$ cat config.mk
export PLATFORM = sky130hd
export DESIGN_NAME = prio_irq_ctrl
export DESIGN_NICKNAME = d
export VERILOG_FILES = /design/src/rtl/prio_irq_ctrl.sv
export SDC_FILE = /design/constraint.sdc
export NUM_CORES = 1
export LEC_CHECK = 0
export ABC_AREA = 1
export ABC_CLOCK_PERIOD_IN_PS = 1400
export BUFFER_PORTS_ARGS = -buffer_cell sky130_fd_sc_hd__buf_2
export CAP_MARGIN = 20
export CORE_MARGIN = 2
export CORE_UTILIZATION = 35
export CTS_BUF_LIST = sky130_fd_sc_hd__clkbuf_16
export CTS_CLUSTER_DIAMETER = 50
export DETAILED_ROUTE_END_ITERATION = 8
export GPL_TIMING_DRIVEN = 0
export MAX_ROUTING_LAYER = met4
export PLACE_DENSITY = 0.65
export SETUP_SLACK_MARGIN = 0.3
export SKIP_CTS_REPAIR_TIMING = 1
export SYNTH_ARGS = -nofsm -noshare
export SYNTH_HDL_FRONTEND = slang
export SYNTH_SLANG_ARGS = --single-unit
$ cat constraint.sdc
create_clock -name clk -period 1.4 [get_ports clk]
set_clock_uncertainty 0.2 [all_clocks]
set_input_delay 0.14 -clock clk [delete_from_list [all_inputs] [get_ports clk]]
set_output_delay 0.14 -clock clk [all_outputs]
set_load 0.02 [all_outputs]
$ cat src/rtl/prio_irq_ctrl.sv
module prio_irq_ctrl #(
  parameter int NPER = 4,
  parameter int VW = 24,
  parameter logic [VW-1:0] VEC_HI = 24'h000008,
  parameter logic [VW-1:0] VEC_LO = 24'h000018
) (
  input  logic            clk,
  input  logic            rst_n,
  input  logic [2:0]      ext_pin,
  input  logic            tick_evt,
  input  logic [3:0]      watch_pin,
  input  logic [NPER-1:0] per_evt,
  input  logic            reg_we,
  input  logic            reg_re,
  input  logic [3:0]      reg_addr,
  input  logic [7:0]      reg_wdata,
  output logic [7:0]      reg_rdata,
  input  logic            cpu_ack,
  input  logic            cpu_ret,
  output logic            irq_req,
  output logic [VW-1:0]   irq_vec
);
  localparam logic [3:0] A_CTRL = 4'd0, A_CFLG = 4'd1, A_CEN = 4'd2, A_CPRI = 4'd3,
                         A_EDGE = 4'd4, A_PORT = 4'd5, A_PFLG = 4'd6, A_PEN = 4'd7,
                         A_PPRI = 4'd8;

  logic gen_hi, gen_lo, prio_mode, lo_act;
  logic [4:0] cflag, cen;
  logic [3:0] cpri;
  logic [2:0] edge_sel, ext_prev;
  logic [3:0] pc_latch;
  logic [NPER-1:0] pflag, pen, ppri;

  wire wr_cflg = reg_we && reg_addr == A_CFLG;
  wire wr_pflg = reg_we && reg_addr == A_PFLG;
  wire [2:0] ext_hit = (ext_pin ^ ext_prev) & ~(ext_pin ^ edge_sel);
  wire pc_miss = |(watch_pin ^ pc_latch);
  wire [4:0] cset = {pc_miss, tick_evt, ext_hit};
  wire [4:0] core_pri = {cpri, 1'b1};

  wire [4:0]      cpend = cflag & cen;
  wire [NPER-1:0] ppend = pflag & pen;
  wire hi_pend = |(cpend & core_pri) | |(ppend & ppri);
  wire lo_pend = |(cpend & ~core_pri) | |(ppend & ~ppri);
  wire hi_req = prio_mode ? (gen_hi & hi_pend) : (gen_hi & (|cpend | (gen_lo & |ppend)));
  wire lo_req = prio_mode & gen_hi & gen_lo & lo_pend;

  assign irq_req = hi_req | lo_req;
  assign irq_vec = hi_req ? VEC_HI : VEC_LO;

  always_ff @(posedge clk) begin
    if (!rst_n) begin
      cflag <= '0; pflag <= '0; ext_prev <= '0; pc_latch <= '0;
    end else begin
      cflag <= (wr_cflg ? reg_wdata[4:0] : cflag) | cset;
      pflag <= (wr_pflg ? reg_wdata[NPER-1:0] : pflag) | per_evt;
      ext_prev <= ext_pin;
      if (reg_re && reg_addr == A_PORT) pc_latch <= watch_pin;
    end
  end

  always_ff @(posedge clk) begin
    if (!rst_n) begin
      cen <= '0; cpri <= '1; edge_sel <= '1; pen <= '0; ppri <= '0;
    end else if (reg_we) begin
      case (reg_addr)
        A_CEN:   cen <= reg_wdata[4:0];
        A_CPRI:  cpri <= reg_wdata[4:1];
        A_EDGE:  edge_sel <= reg_wdata[2:0];
        A_PEN:   pen <= reg_wdata[NPER-1:0];
        A_PPRI:  ppri <= reg_wdata[NPER-1:0];
        default: ;
      endcase
    end
  end

  always_ff @(posedge clk) begin
    if (!rst_n) begin
      gen_hi <= 1'b0; gen_lo <= 1'b0; prio_mode <= 1'b0; lo_act <= 1'b0;
    end else if (cpu_ack && irq_req) begin
      if (!prio_mode || hi_req) gen_hi <= 1'b0;
      else begin
        gen_lo <= 1'b0;
        lo_act <= 1'b1;
      end
    end else if (cpu_ret) begin
      if (!prio_mode || !gen_hi) gen_hi <= 1'b1;
      else if (lo_act) begin
        gen_lo <= 1'b1;
        lo_act <= 1'b0;
      end
    end else if (reg_we && reg_addr == A_CTRL) begin
      gen_hi <= reg_wdata[7];
      gen_lo <= reg_wdata[6];
      prio_mode <= reg_wdata[0];
    end
  end

  always_comb begin
    case (reg_addr)
      A_CTRL:  reg_rdata = {gen_hi, gen_lo, 5'b0, prio_mode};
      A_CFLG:  reg_rdata = {3'b0, cflag};
      A_CEN:   reg_rdata = {3'b0, cen};
      A_CPRI:  reg_rdata = {3'b0, core_pri};
      A_EDGE:  reg_rdata = {5'b0, edge_sel};
      A_PORT:  reg_rdata = {4'b0, watch_pin};
      A_PFLG:  reg_rdata = 8'(pflag);
      A_PEN:   reg_rdata = 8'(pen);
      A_PPRI:  reg_rdata = 8'(ppri);
      default: reg_rdata = 8'h00;
    endcase
  end

  a_r2_core_flag_sticky: assert property (@(posedge clk) disable iff (!rst_n)
    !wr_cflg |=> ((cflag & $past(cflag)) == $past(cflag)));
  a_r2_per_flag_sticky: assert property (@(posedge clk) disable iff (!rst_n)
    !wr_pflg |=> ((pflag & $past(pflag)) == $past(pflag)));
  a_r7_legacy_ack_clears: assert property (@(posedge clk) disable iff (!rst_n)
    cpu_ack && irq_req && !prio_mode |=> !gen_hi);
  a_r8_legacy_ret_sets: assert property (@(posedge clk) disable iff (!rst_n)
    cpu_ret && !cpu_ack && !prio_mode |=> gen_hi);
  a_r9_no_req_in_high_handler: assert property (@(posedge clk) disable iff (!rst_n)
    !gen_hi |-> !irq_req);
  a_r6_low_vector_needs_mode: assert property (@(posedge clk) disable iff (!rst_n)
    irq_req && irq_vec == VEC_LO |-> prio_mode && gen_lo);
  a_r4_mismatch_sets: assert property (@(posedge clk) disable iff (!rst_n)
    pc_miss |=> cflag[4]);
endmodule

==> results of run 1 <==
## where the power goes
group          switching [µW]  internal, µW  total, µW
sequential               56.9          1180       1240
clock                     459           647       1110
combinational             337           253        590
## routing by layer
metal | share of wire | GRT usage | wire, µm | up-vias
met4 | 0.0098 | 0.0426 | 68 | 0
met3 | 0.058 | 0.0286 | 402 | 7
met5 | 0 | - | 0 | -
li1 | - | - | - | 1298
met2 | 0.49 | 0.290 | 3380 | 75
met1 | 0.45 | 0.244 | 3120 | 1177
## worst min-delay path: stages
cell and delay (ps):
buf_2 90, o21ai_0 80, a21oi_1 100
## cell families (layout without fill, tap and decap cells)
kind of cell / count (synthesis) / after routing / synth area share
XOR/XNOR: 2 / 2 / 0.00733
buffers and inverters: 88 / 160 / 0.176
flip-flops: 40 / 40 / 0.335
AO/OA/AOI/OAI: 82 / 82 / 0.208
AND/OR/NAND/NOR: 144 / 144 / 0.271
other: 2 / 24 / 0.00314
## per-stage QoR
step	total power, µW	utilization
after floorplan	1560	-
after global placement	1700	0.435
final	2940	0.553
after CTS	2800	0.455
after detailed placement	1700	0.435
after global routing	3060	0.553
## final timing paths
path / startpoint / to / slack (ps) / cells after the start
hold reg to reg: lo_act / lo_act / 270 / 2
setup / recovery: cflag[3] / irq_req / -340 / 7
setup reg to reg: pflag[2] / gen_hi / -290 / 10
hold / removal: watch_pin[0] / pc_latch[0] / -30 / 3
## cell usage in the layout, fill, tap and decap left out, types with 5 or more instances in the layout
cell type / count
dlygate4sd3_1: 12
buf_2: 24
dfxtp_4: 6
clkbuf_2: 5
nor2_1: 18
dfxtp_1: 17
inv_2: 9
a21oi_1: 24
inv_1: 40
buf_6: 16
nand3_2: 9
nand2_4: 9
buf_4: 34
o21ai_0: 8
nand2_1: 53
o21ai_1: 14
conb_1: 24
clkbuf_16: 5
dfxtp_2: 17
nor2_4: 13
nand3_1: 17
inv_4: 9
a221oi_2: 7
o21ai_2: 11
o211ai_1: 6
nand2_2: 14
## layout make-up
type | count | share of cell area
tap | 80 | 0.0270
multi-input combinational | 252 | 0.444
buffer | 29 | 0.0553
sequential | 40 | 0.228
clock inverter | 3 | 0.00371
inverter | 59 | 0.0671
timing repair buffer | 64 | 0.142
clock buffer | 5 | 0.0337
## state kept, by name, summed over array words and instances (netlist names)
| signal | flops |
|---|---|
| ext_prev | 3 |
| pc_latch | 4 |
| cflag | 5 |
| lo_act | 1 |
| gen_lo | 1 |
| prio_mode | 1 |
| cpri | 4 |
| pen | 4 |
| gen_hi | 1 |
| edge_sel | 3 |
| ppri | 4 |
| pflag | 4 |
| cen | 5 |
==> impl_metrics.prom, run 1 <==
# TYPE chip_impl_metric gauge
chip_impl_info{name="outcome",value="finished with violations"} 1
chip_impl_info{name="failed_checks",value="hold timing, setup timing"} 1
chip_impl_metric{name="area_of_the_core_region",unit="mm²"} 0.00672
chip_impl_info{name="clock-root-buffer",value="clkbuf_16"} 1
chip_impl_metric{name="num_io_pins",unit=""} 63
chip_impl_metric{name="drt_iter0_markers",unit=""} 147
chip_impl_metric{name="groute.usage.overall",unit=""} 0.182
chip_impl_metric{name="setup_failing_eps_final",unit=""} 10
chip_impl_metric{name="synth_top_area_frac",unit=""} 0.335
chip_impl_metric{name="max_stage_delay",unit="ps"} 350
chip_impl_metric{name="route.detailed.wl_per_inst",unit="µm"} 13.1
chip_impl_metric{name="finalHoldViolations",unit=""} 6
chip_impl_info{name="worst_path_max_delay_cell",value="dfxtp_2"} 1
chip_impl_info{name="worstHoldPathType",value="input pin to flip-flop"} 1
chip_impl_metric{name="timing.max_cap.violations",unit=""} 0
chip_impl_metric{name="routed-via-count",unit=""} 2557
chip_impl_metric{name="critical_path_required",unit="ps"} 1060
chip_impl_metric{name="synth_seq_cells",unit=""} 40
chip_impl_info{name="cp_cell_sequence",value="nand2_2 -> inv_2 -> a21oi_2 -> nand3_2 -> nand3_4 -> nand2_4 -> buf_6"} 1
chip_impl_metric{name="timing.critical_path.arrival",unit="ps"} 1400
chip_impl_metric{name="syn2layout_area_growth",unit="%"} 55.3
chip_impl_metric{name="final_nets",unit=""} 481
chip_impl_metric{name="overflow",unit=""} 0
chip_impl_metric{name="fill_cells",unit=""} 631
chip_impl_info{name="synthDominantAreaCellType",value="dfxtp_1"} 1
chip_impl_metric{name="routabilityCongestion",unit=""} 0.941
chip_impl_metric{name="report.final.slew_viol_count",unit=""} 0
chip_impl_metric{name="cellPowerDensity",unit="mW/mm²"} 791
chip_impl_info{name="timing.setup.critical_path_class",value="flip-flop to output pin"} 1
chip_impl_metric{name="ir_drop",unit="mV"} 0.443
chip_impl_metric{name="initial_core_util",unit=""} 0.356
chip_impl_metric{name="maxClockFrequency",unit="MHz"} 574
chip_impl_metric{name="htree_num_levels",unit=""} 2
chip_impl_metric{name="die_x",unit="µm"} 86.7
chip_impl_metric{name="yosysWarningCount",unit=""} 0
chip_impl_metric{name="synth_sequential_area_ratio",unit=""} 0.335
chip_impl_metric{name="mean_syn_cell_area",unit="µm²"} 6.68
chip_impl_metric{name="area_taken_by_multi_input_logic_gates",unit="mm²"} 0.00165
chip_impl_metric{name="clock_insertion_delay_at_the_later_pin_of_the_skew_report",unit="ps"} 290
chip_impl_metric{name="hpwl",unit="mm"} 5.03
chip_impl_info{name="crit_path_end_kind",value="output pin"} 1
chip_impl_info{name="setup_repair_after_global_routing_missed_its_margin",value="yes"} 1
chip_impl_metric{name="postPlaceCellArea",unit="mm²"} 0.00292
chip_impl_metric{name="die_area",unit="mm²"} 0.00751
chip_impl_info{name="synth_top_area_cells",value="dfxtp_1 (33%), nand2_1 (12%), inv_1 (9.1%)"} 1
chip_impl_metric{name="diodes_inserted",unit=""} 0
chip_impl_metric{name="critical_path.max_fanout",unit=""} 5
chip_impl_metric{name="vias_per_cell",unit=""} 4.81
chip_impl_metric{name="period_share",unit=""} 1.24
chip_impl_info{name="cp-start-kind",value="flip-flop"} 1
chip_impl_info{name="post-synth-top-count-cell",value="nand2_1"} 1
chip_impl_metric{name="fin_hold_ws",unit="ps"} -30.8
chip_impl_metric{name="io_buffers",unit=""} 36
chip_impl_metric{name="placed_cells_incl_taps",unit=""} 496
chip_impl_metric{name="finalCriticalPeriod",unit="ps"} 1740
chip_impl_metric{name="final-seq-area",unit="µm²"} 845
chip_impl_info{name="synth_common_cells",value="nand2_1 (75), inv_1 (58), dfxtp_1 (40)"} 1
chip_impl_metric{name="clk_pin_slew",unit="ps"} 60
chip_impl_metric{name="drt_pass1_iterations",unit=""} 4
chip_impl_metric{name="count_of_flip_flops_with_a_built_in_enable_after_synthesis",unit=""} 0
chip_impl_metric{name="stdcell_area",unit="mm²"} 0.00371
chip_impl_metric{name="cts_made_buffers",unit=""} 5
chip_impl_metric{name="number_of_buffers_and_inverters_on_the_critical_path",unit=""} 2
chip_impl_metric{name="grt_pass1_vias",unit=""} 2159
chip_impl_metric{name="drive_gt1_frac",unit=""} 0.462
chip_impl_metric{name="final_antenna_net_count",unit=""} 0
chip_impl_metric{name="die_height",unit="µm"} 86.7
chip_impl_metric{name="max-clock-path-buffers",unit=""} 2
chip_impl_metric{name="maximum_number_of_pins_on_one_net_before_global_route_repair",unit=""} 13
chip_impl_metric{name="post-route-worst-setup-slack",unit="ps"} -342
chip_impl_metric{name="setup_tns",unit="ps"} -2470
chip_impl_info{name="synth_ff_type",value="dfxtp_1"} 1
chip_impl_metric{name="route.final.wire_length",unit="mm"} 6.97
chip_impl_metric{name="grt_pass1_wl",unit="mm"} 10.5
chip_impl_metric{name="async_s_r_ff_share_synth",unit=""} 0
chip_impl_metric{name="mappedNetlistArea",unit="mm²"} 0.00239
chip_impl_metric{name="floorplan.rows",unit=""} 30
chip_impl_metric{name="post-route-drc-count",unit=""} 0
chip_impl_metric{name="gate_count_after_technology_mapping",unit=""} 358
chip_impl_metric{name="antenna_found_initial",unit=""} 0
chip_impl_info{name="cts_tree",value="done"} 1
chip_impl_metric{name="cellLeakagePower",unit="µW"} 0.00174
chip_impl_metric{name="place_ws",unit="ps"} -315
chip_impl_metric{name="stdcell_count",unit=""} 532
chip_impl_metric{name="numClockSinks",unit=""} 40
chip_impl_info{name="critPathTopFamily",value="simple AND/OR/NAND/NOR gates"} 1
chip_impl_metric{name="synthDistinctLibCells",unit=""} 30
Power figures use the tool's default switching activity.
==> run 2: changes to the inputs <==
ABC_CLOCK_PERIOD_IN_PS = 2100   (was 1400)
MAX_ROUTING_LAYER = not set   (was met4)
PLACE_DENSITY = 0.63   (was 0.65)
SLEW_MARGIN = 0   (was not set)
clock period = 2.1 ns   (was 1.4 ns; I/O delays follow)
==> impl_metrics.prom, run 2 (synthesized netlist as in run 1, its figures left out) <==
# TYPE chip_impl_metric gauge
chip_impl_info{name="reg.largest.list",value="cen: 5 flops, cflag: 5 flops"} 1
chip_impl_metric{name="fin_total_pwr",unit="µW"} 2000
chip_impl_metric{name="maxClockFrequency",unit="MHz"} 549
chip_impl_metric{name="setup_failing_eps_final",unit=""} 0
chip_impl_metric{name="critical_path_cell_count",unit=""} 9
chip_impl_info{name="cts_tree",value="done"} 1
chip_impl_info{name="clock-root-buffer",value="clkbuf_16"} 1
chip_impl_metric{name="finalCriticalPeriod",unit="ps"} 1820
chip_impl_metric{name="die_area",unit="mm²"} 0.00751
chip_impl_info{name="critPathLaunch",value="reg_addr[2]"} 1
chip_impl_metric{name="routed-via-count",unit=""} 2473
chip_impl_metric{name="overflow",unit=""} 0
chip_impl_info{name="outcome",value="finished with violations"} 1
chip_impl_info{name="cp_cell_sequence",value="buf_2 -> nor2_2 -> inv_1 -> nor2_4 -> inv_1 -> nor2_1 -> a221oi_1 -> o211ai_1 -> buf_4"} 1
chip_impl_info{name="worstHoldPathType",value="input pin to flip-flop"} 1
chip_impl_metric{name="htree_num_levels",unit=""} 2
chip_impl_metric{name="max-clock-path-buffers",unit=""} 2
chip_impl_metric{name="route.final.wire_length",unit="mm"} 6.76
chip_impl_metric{name="timing.max_cap.violations",unit=""} 0
chip_impl_metric{name="finalHoldViolations",unit=""} 1
chip_impl_metric{name="area_of_the_core_region",unit="mm²"} 0.00672
chip_impl_metric{name="diodes_inserted",unit=""} 0
chip_impl_info{name="regToRegEndpoint",value="gen_hi"} 1
chip_impl_metric{name="numClockSinks",unit=""} 40
chip_impl_metric{name="io_buffers",unit=""} 36
chip_impl_info{name="critPathTopFamily",value="buffers and inverters"} 1
chip_impl_metric{name="cts_made_buffers",unit=""} 5
chip_impl_metric{name="clk_pin_slew",unit="ps"} 60
chip_impl_metric{name="grt_pass1_vias",unit=""} 2130
chip_impl_metric{name="vias_per_cell",unit=""} 4.78
chip_impl_metric{name="ir_drop",unit="mV"} 0.442
chip_impl_metric{name="report.final.slew_viol_count",unit=""} 0
chip_impl_info{name="cp-endpoint",value="reg_rdata[2]"} 1
chip_impl_metric{name="setup_tns",unit="ps"} 0
chip_impl_metric{name="groute.usage.overall",unit=""} 0.179
chip_impl_metric{name="period_share",unit=""} 0.867
chip_impl_info{name="critical_path.reg2reg.startpoint",value="cflag[3]"} 1
chip_impl_metric{name="final_nets",unit=""} 466
chip_impl_info{name="final_cell_mix",value="nand2_1 (66), inv_1 (55), buf_2 (33), buf_4 (31), o21ai_0 (26)"} 1
chip_impl_metric{name="floorplan.rows",unit=""} 30
chip_impl_metric{name="routabilityCongestion",unit=""} 0.950
chip_impl_metric{name="route.detailed.wl_per_inst",unit="µm"} 13.1
chip_impl_metric{name="cellPowerDensity",unit="mW/mm²"} 630
chip_impl_metric{name="clock_insertion_delay_at_the_later_pin_of_the_skew_report",unit="ps"} 280
chip_impl_metric{name="post-route-drc-count",unit=""} 0
chip_impl_metric{name="drive_gt1_frac",unit=""} 0.293
chip_impl_metric{name="antenna_found_initial",unit=""} 0
chip_impl_metric{name="hpwl",unit="mm"} 5.03
chip_impl_info{name="timing.setup.critical_path_class",value="input pin to output pin"} 1
chip_impl_metric{name="worst_pin_slew",unit="ps"} 578
chip_impl_metric{name="drt_iter0_markers",unit=""} 127
chip_impl_metric{name="initial_core_util",unit=""} 0.356
chip_impl_info{name="crit_path_end_kind",value="output pin"} 1
chip_impl_metric{name="relSlewSlack",unit=""} 0.615
chip_impl_metric{name="timing.critical_path.arrival",unit="ps"} 1410
chip_impl_metric{name="grt_pass1_wl",unit="mm"} 10.5
chip_impl_metric{name="die_height",unit="µm"} 86.7
chip_impl_metric{name="fin_hold_ws",unit="ps"} -11.6
chip_impl_metric{name="final_antenna_net_count",unit=""} 0
chip_impl_info{name="failed_checks",value="hold timing"} 1
chip_impl_metric{name="r2r_slack",unit="ps"} 440
chip_impl_metric{name="syn2layout_area_growth",unit="%"} 32.5
chip_impl_info{name="cp-start-kind",value="input pin"} 1
chip_impl_metric{name="cellLeakagePower",unit="µW"} 0.00157
chip_impl_metric{name="max_stage_delay",unit="ps"} 220
chip_impl_info{name="worst_path_max_delay_cell",value="a221oi_1"} 1
chip_impl_metric{name="die_x",unit="µm"} 86.7
chip_impl_metric{name="drt_pass1_iterations",unit=""} 4
chip_impl_info{name="final_common_cell",value="nand2_1"} 1
chip_impl_info{name="path_common_cell",value="inv_1"} 1
chip_impl_metric{name="critical_path_required",unit="ps"} 1690
chip_impl_info{name="setup_repair_after_global_routing_missed_its_margin",value="yes"} 1
chip_impl_metric{name="number_of_buffers_and_inverters_on_the_critical_path",unit=""} 4
chip_impl_metric{name="critical_path.max_fanout",unit=""} 3
chip_impl_metric{name="num_io_pins",unit=""} 63
chip_impl_metric{name="maximum_number_of_pins_on_one_net_before_global_route_repair",unit=""} 13
chip_impl_metric{name="timing.reg2reg.worst_path_depth",unit=""} 10
## run 2: cell count changes in the layout (fill, tap and decap cells not counted), moves of 7 or more
| cell | previous run | this run |
|---|---|---|
| o21ai_1 | 14 | 7 |
| nand2_1 | 53 | 66 |
| o21ai_0 | 8 | 26 |
| o21ai_2 | 11 | 0 |
| inv_1 | 40 | 55 |
| nor2_4 | 13 | 3 |
| nor2_1 | 18 | 25 |
| dfxtp_1 | 17 | 25 |
| buf_6 | 16 | 1 |
| buf_2 | 24 | 33 |
| inv_4 | 9 | 0 |
## run 2: layer usage
layer	vias to the layer above	share of wire	routed length (µm)	GRT usage
met3	9	0.069	469	0.0333
li1	1276	-	-	-
met4	0	0.012	83	0.0540
met1	1098	0.47	3190	0.257
met2	90	0.45	3020	0.271
met5	-	0	0	0
## run 2: worst min path at each step
| stage | end | startpoint | slack, ps | cells after the start |
|---|---|---|---|---|
| floorplan | ext_prev[0] | ext_pin[0] | 100 | 2 |
| global placement | ext_prev[2] | ext_pin[2] | 200 | 3 |
| detailed placement | ext_prev[0] | ext_pin[0] | 210 | 3 |
| CTS | ext_prev[0] | ext_pin[0] | -90 | 3 |
| global route | cpri[3] | reg_wdata[4] | 30 | 3 |
| finish | cpri[3] | reg_wdata[4] | -10 | 3 |
## run 2: worst min-delay path, stage by stage
cell and delay [ps]:
buf_2 110, a21oi_1 60, o21ai_0 60
## run 2: stage by stage
| stage | area, µm² | instances | utilization | setup slack (ps) |
|---|---|---|---|---|
| final | 3170 | 517 | 0.472 | 280 |
| after global routing | 3170 | 517 | 0.472 | 167 |
| after CTS | 2920 | 504 | 0.434 | 136 |
| after detailed placement | 2750 | 496 | 0.410 | 141 |
| after global placement | 2750 | 496 | 0.410 | 127 |
| after floorplan | 2470 | 380 | - | 494 |
## run 2: final cells by class
class	instances	area (µm²)
plain buffers	29	200
clock buffers	5	125
clock inverters	3	38.8
fillers	671	3550
inverters	59	221
multi-input cells	252	1350
flip-flops and latches	40	825
well taps	80	100
repair buffers	49	309
## run 2: power by group
part           switching (µW)  internal, µW
Sequential               30.8           789
Combinational             187           122
Clock                     312           554
==> run 3: changes to the inputs <==
SETUP_SLACK_MARGIN = not set   (was 0.3)
==> impl_metrics.prom, run 3 (synthesized netlist as in run 1, its figures left out) <==
# TYPE chip_impl_metric gauge
chip_impl_info{name="outcome",value="finished with violations"} 1
chip_impl_info{name="failed_checks",value="hold timing"} 1
chip_impl_metric{name="initial_core_util",unit=""} 0.356
chip_impl_metric{name="htree_num_levels",unit=""} 2
chip_impl_metric{name="maximum_number_of_pins_on_one_net_before_global_route_repair",unit=""} 13
chip_impl_metric{name="timing.max_cap.violations",unit=""} 0
chip_impl_metric{name="report.final.slew_viol_count",unit=""} 0
chip_impl_metric{name="postPlaceCellArea",unit="mm²"} 0.00275
chip_impl_metric{name="area_of_the_core_region",unit="mm²"} 0.00672
chip_impl_info{name="timing.setup.critical_path_class",value="input pin to output pin"} 1
chip_impl_metric{name="final_nets",unit=""} 461
chip_impl_metric{name="numClockSinks",unit=""} 40
chip_impl_metric{name="ir_drop",unit="mV"} 0.434
chip_impl_metric{name="die_x",unit="µm"} 86.7
chip_impl_info{name="reg.largest.list",value="cen: 5 flops, cflag: 5 flops"} 1
chip_impl_metric{name="finalCriticalPeriod",unit="ps"} 1950
chip_impl_metric{name="floorplan.rows",unit=""} 30
chip_impl_metric{name="cts_made_buffers",unit=""} 5
chip_impl_metric{name="stdcell_area",unit="mm²"} 0.00301
chip_impl_metric{name="die_height",unit="µm"} 86.7
chip_impl_metric{name="route.final.wire_length",unit="mm"} 6.52
chip_impl_metric{name="critical_path_required",unit="ps"} 1690
chip_impl_info{name="crit_path_end_kind",value="output pin"} 1
chip_impl_metric{name="timing.critical_path.arrival",unit="ps"} 1540
chip_impl_metric{name="grt_pass1_vias",unit=""} 2130
chip_impl_metric{name="maxClockFrequency",unit="MHz"} 514
chip_impl_info{name="worstHoldPathType",value="input pin to flip-flop"} 1
chip_impl_info{name="final_cell_mix",value="nand2_1 (75), inv_1 (59), dfxtp_1 (40), buf_2 (36), nor2_1 (30)"} 1
chip_impl_metric{name="final_antenna_net_count",unit=""} 0
chip_impl_metric{name="cellLeakagePower",unit="µW"} 0.00152
chip_impl_metric{name="antenna_found_initial",unit=""} 0
chip_impl_metric{name="critical_path.max_fanout",unit=""} 6
chip_impl_metric{name="cellPowerDensity",unit="mW/mm²"} 655
chip_impl_info{name="setup_repair_after_global_routing_missed_its_margin",value="no"} 1
chip_impl_info{name="cp-start-kind",value="input pin"} 1
chip_impl_metric{name="finalHoldViolations",unit=""} 1
chip_impl_metric{name="syn2layout_area_growth",unit="%"} 25.8
chip_impl_metric{name="diodes_inserted",unit=""} 0
chip_impl_metric{name="num_io_pins",unit=""} 63
chip_impl_metric{name="route.detailed.wl_per_inst",unit="µm"} 12.7
chip_impl_metric{name="drive_gt1_frac",unit=""} 0.197
chip_impl_metric{name="groute.usage.overall",unit=""} 0.179
chip_impl_metric{name="drt_pass1_iterations",unit=""} 4
chip_impl_metric{name="drt_iter0_markers",unit=""} 120
chip_impl_metric{name="io_buffers",unit=""} 36
chip_impl_metric{name="period_share",unit=""} 0.926
chip_impl_info{name="final_common_cell",value="nand2_1"} 1
chip_impl_info{name="cts_tree",value="done"} 1
chip_impl_metric{name="fin_hold_ws",unit="ps"} -9.27
chip_impl_metric{name="setup_tns",unit="ps"} 0
chip_impl_metric{name="max-clock-path-buffers",unit=""} 2
chip_impl_metric{name="grt_pass1_wl",unit="mm"} 10.5
chip_impl_metric{name="relSlewSlack",unit=""} 0.623
chip_impl_metric{name="overflow",unit=""} 0
chip_impl_metric{name="routed-via-count",unit=""} 2448
chip_impl_metric{name="clock_insertion_delay_at_the_later_pin_of_the_skew_report",unit="ps"} 280
chip_impl_info{name="clock-root-buffer",value="clkbuf_16"} 1
chip_impl_metric{name="die_area",unit="mm²"} 0.00751
chip_impl_metric{name="clk_pin_slew",unit="ps"} 60
chip_impl_metric{name="vias_per_cell",unit=""} 4.78
chip_impl_metric{name="routabilityCongestion",unit=""} 0.950
chip_impl_metric{name="setup_failing_eps_final",unit=""} 0
chip_impl_metric{name="worst_pin_slew",unit="ps"} 565
chip_impl_metric{name="hpwl",unit="mm"} 5.03
chip_impl_metric{name="post-route-drc-count",unit=""} 0
==> run 3: worst paths after layout <==
kind | startpoint | end | slack [ps] | depth (start not counted)
min reg2reg | lo_act | lo_act | 270 | 2
max reg2reg | prio_mode | gen_lo | 360 | 10
min | reg_wdata[4] | cpri[3] | -9 | 3
max | reg_addr[3] | reg_rdata[2] | 150 | 11
==> run 3: cell type report <==
| cell class | count | area (µm²) |
|---|---|---|
| well taps | 80 | 100 |
| plain buffers | 29 | 200 |
| repair buffers | 44 | 260 |
| fillers | 689 | 3710 |
| multi-input cells | 252 | 1260 |
| clock inverters | 3 | 38.8 |
| clock buffers | 5 | 125 |
| inverters | 59 | 221 |
| flip-flops and latches | 40 | 801 |
==> run 3: per-layer routing <==
layer / track usage / part of all wire / vias to the layer above
met1: 0.257 / 0.47 / 1072
met4: 0.0540 / 0.013 / 0
met3: 0.0333 / 0.087 / 9
li1: - / - / 1266
met2: 0.271 / 0.43 / 101
met5: 0 / 0 / -
==> run 3: report_power, final <==
group,total [µW],internal [µW],switching [µW]
Combinational,290,112,177
Clock,865,554,311
Sequential,816,788,28.8
Total,1970,1450,517
==> run 3: through the flow <==
stage / utilization / std cells / power [µW] / hold WS (ps) / setup slack [ps]
after global routing: 0.448 / 512 / 2040 / 32.7 / 93.4
after global placement: 0.410 / 496 / 1100 / 202 / 127
after detailed placement: 0.410 / 496 / 1110 / 207 / 141
after floorplan: - / 380 / 1020 / 103 / 494
after CTS: 0.434 / 504 / 1970 / -86.6 / 136
final: 0.448 / 512 / 1970 / -9.27 / 155
==> run 3: worst max-delay path, cell delays in order <==
cell and delay, ps:
buf_2 100, inv_1 60, nand2_1 110, inv_1 70
nand2_1 80, inv_1 120, nand2_1 120, nand2_1 70
a221oi_1 240, o211ai_1 170, buf_2 190
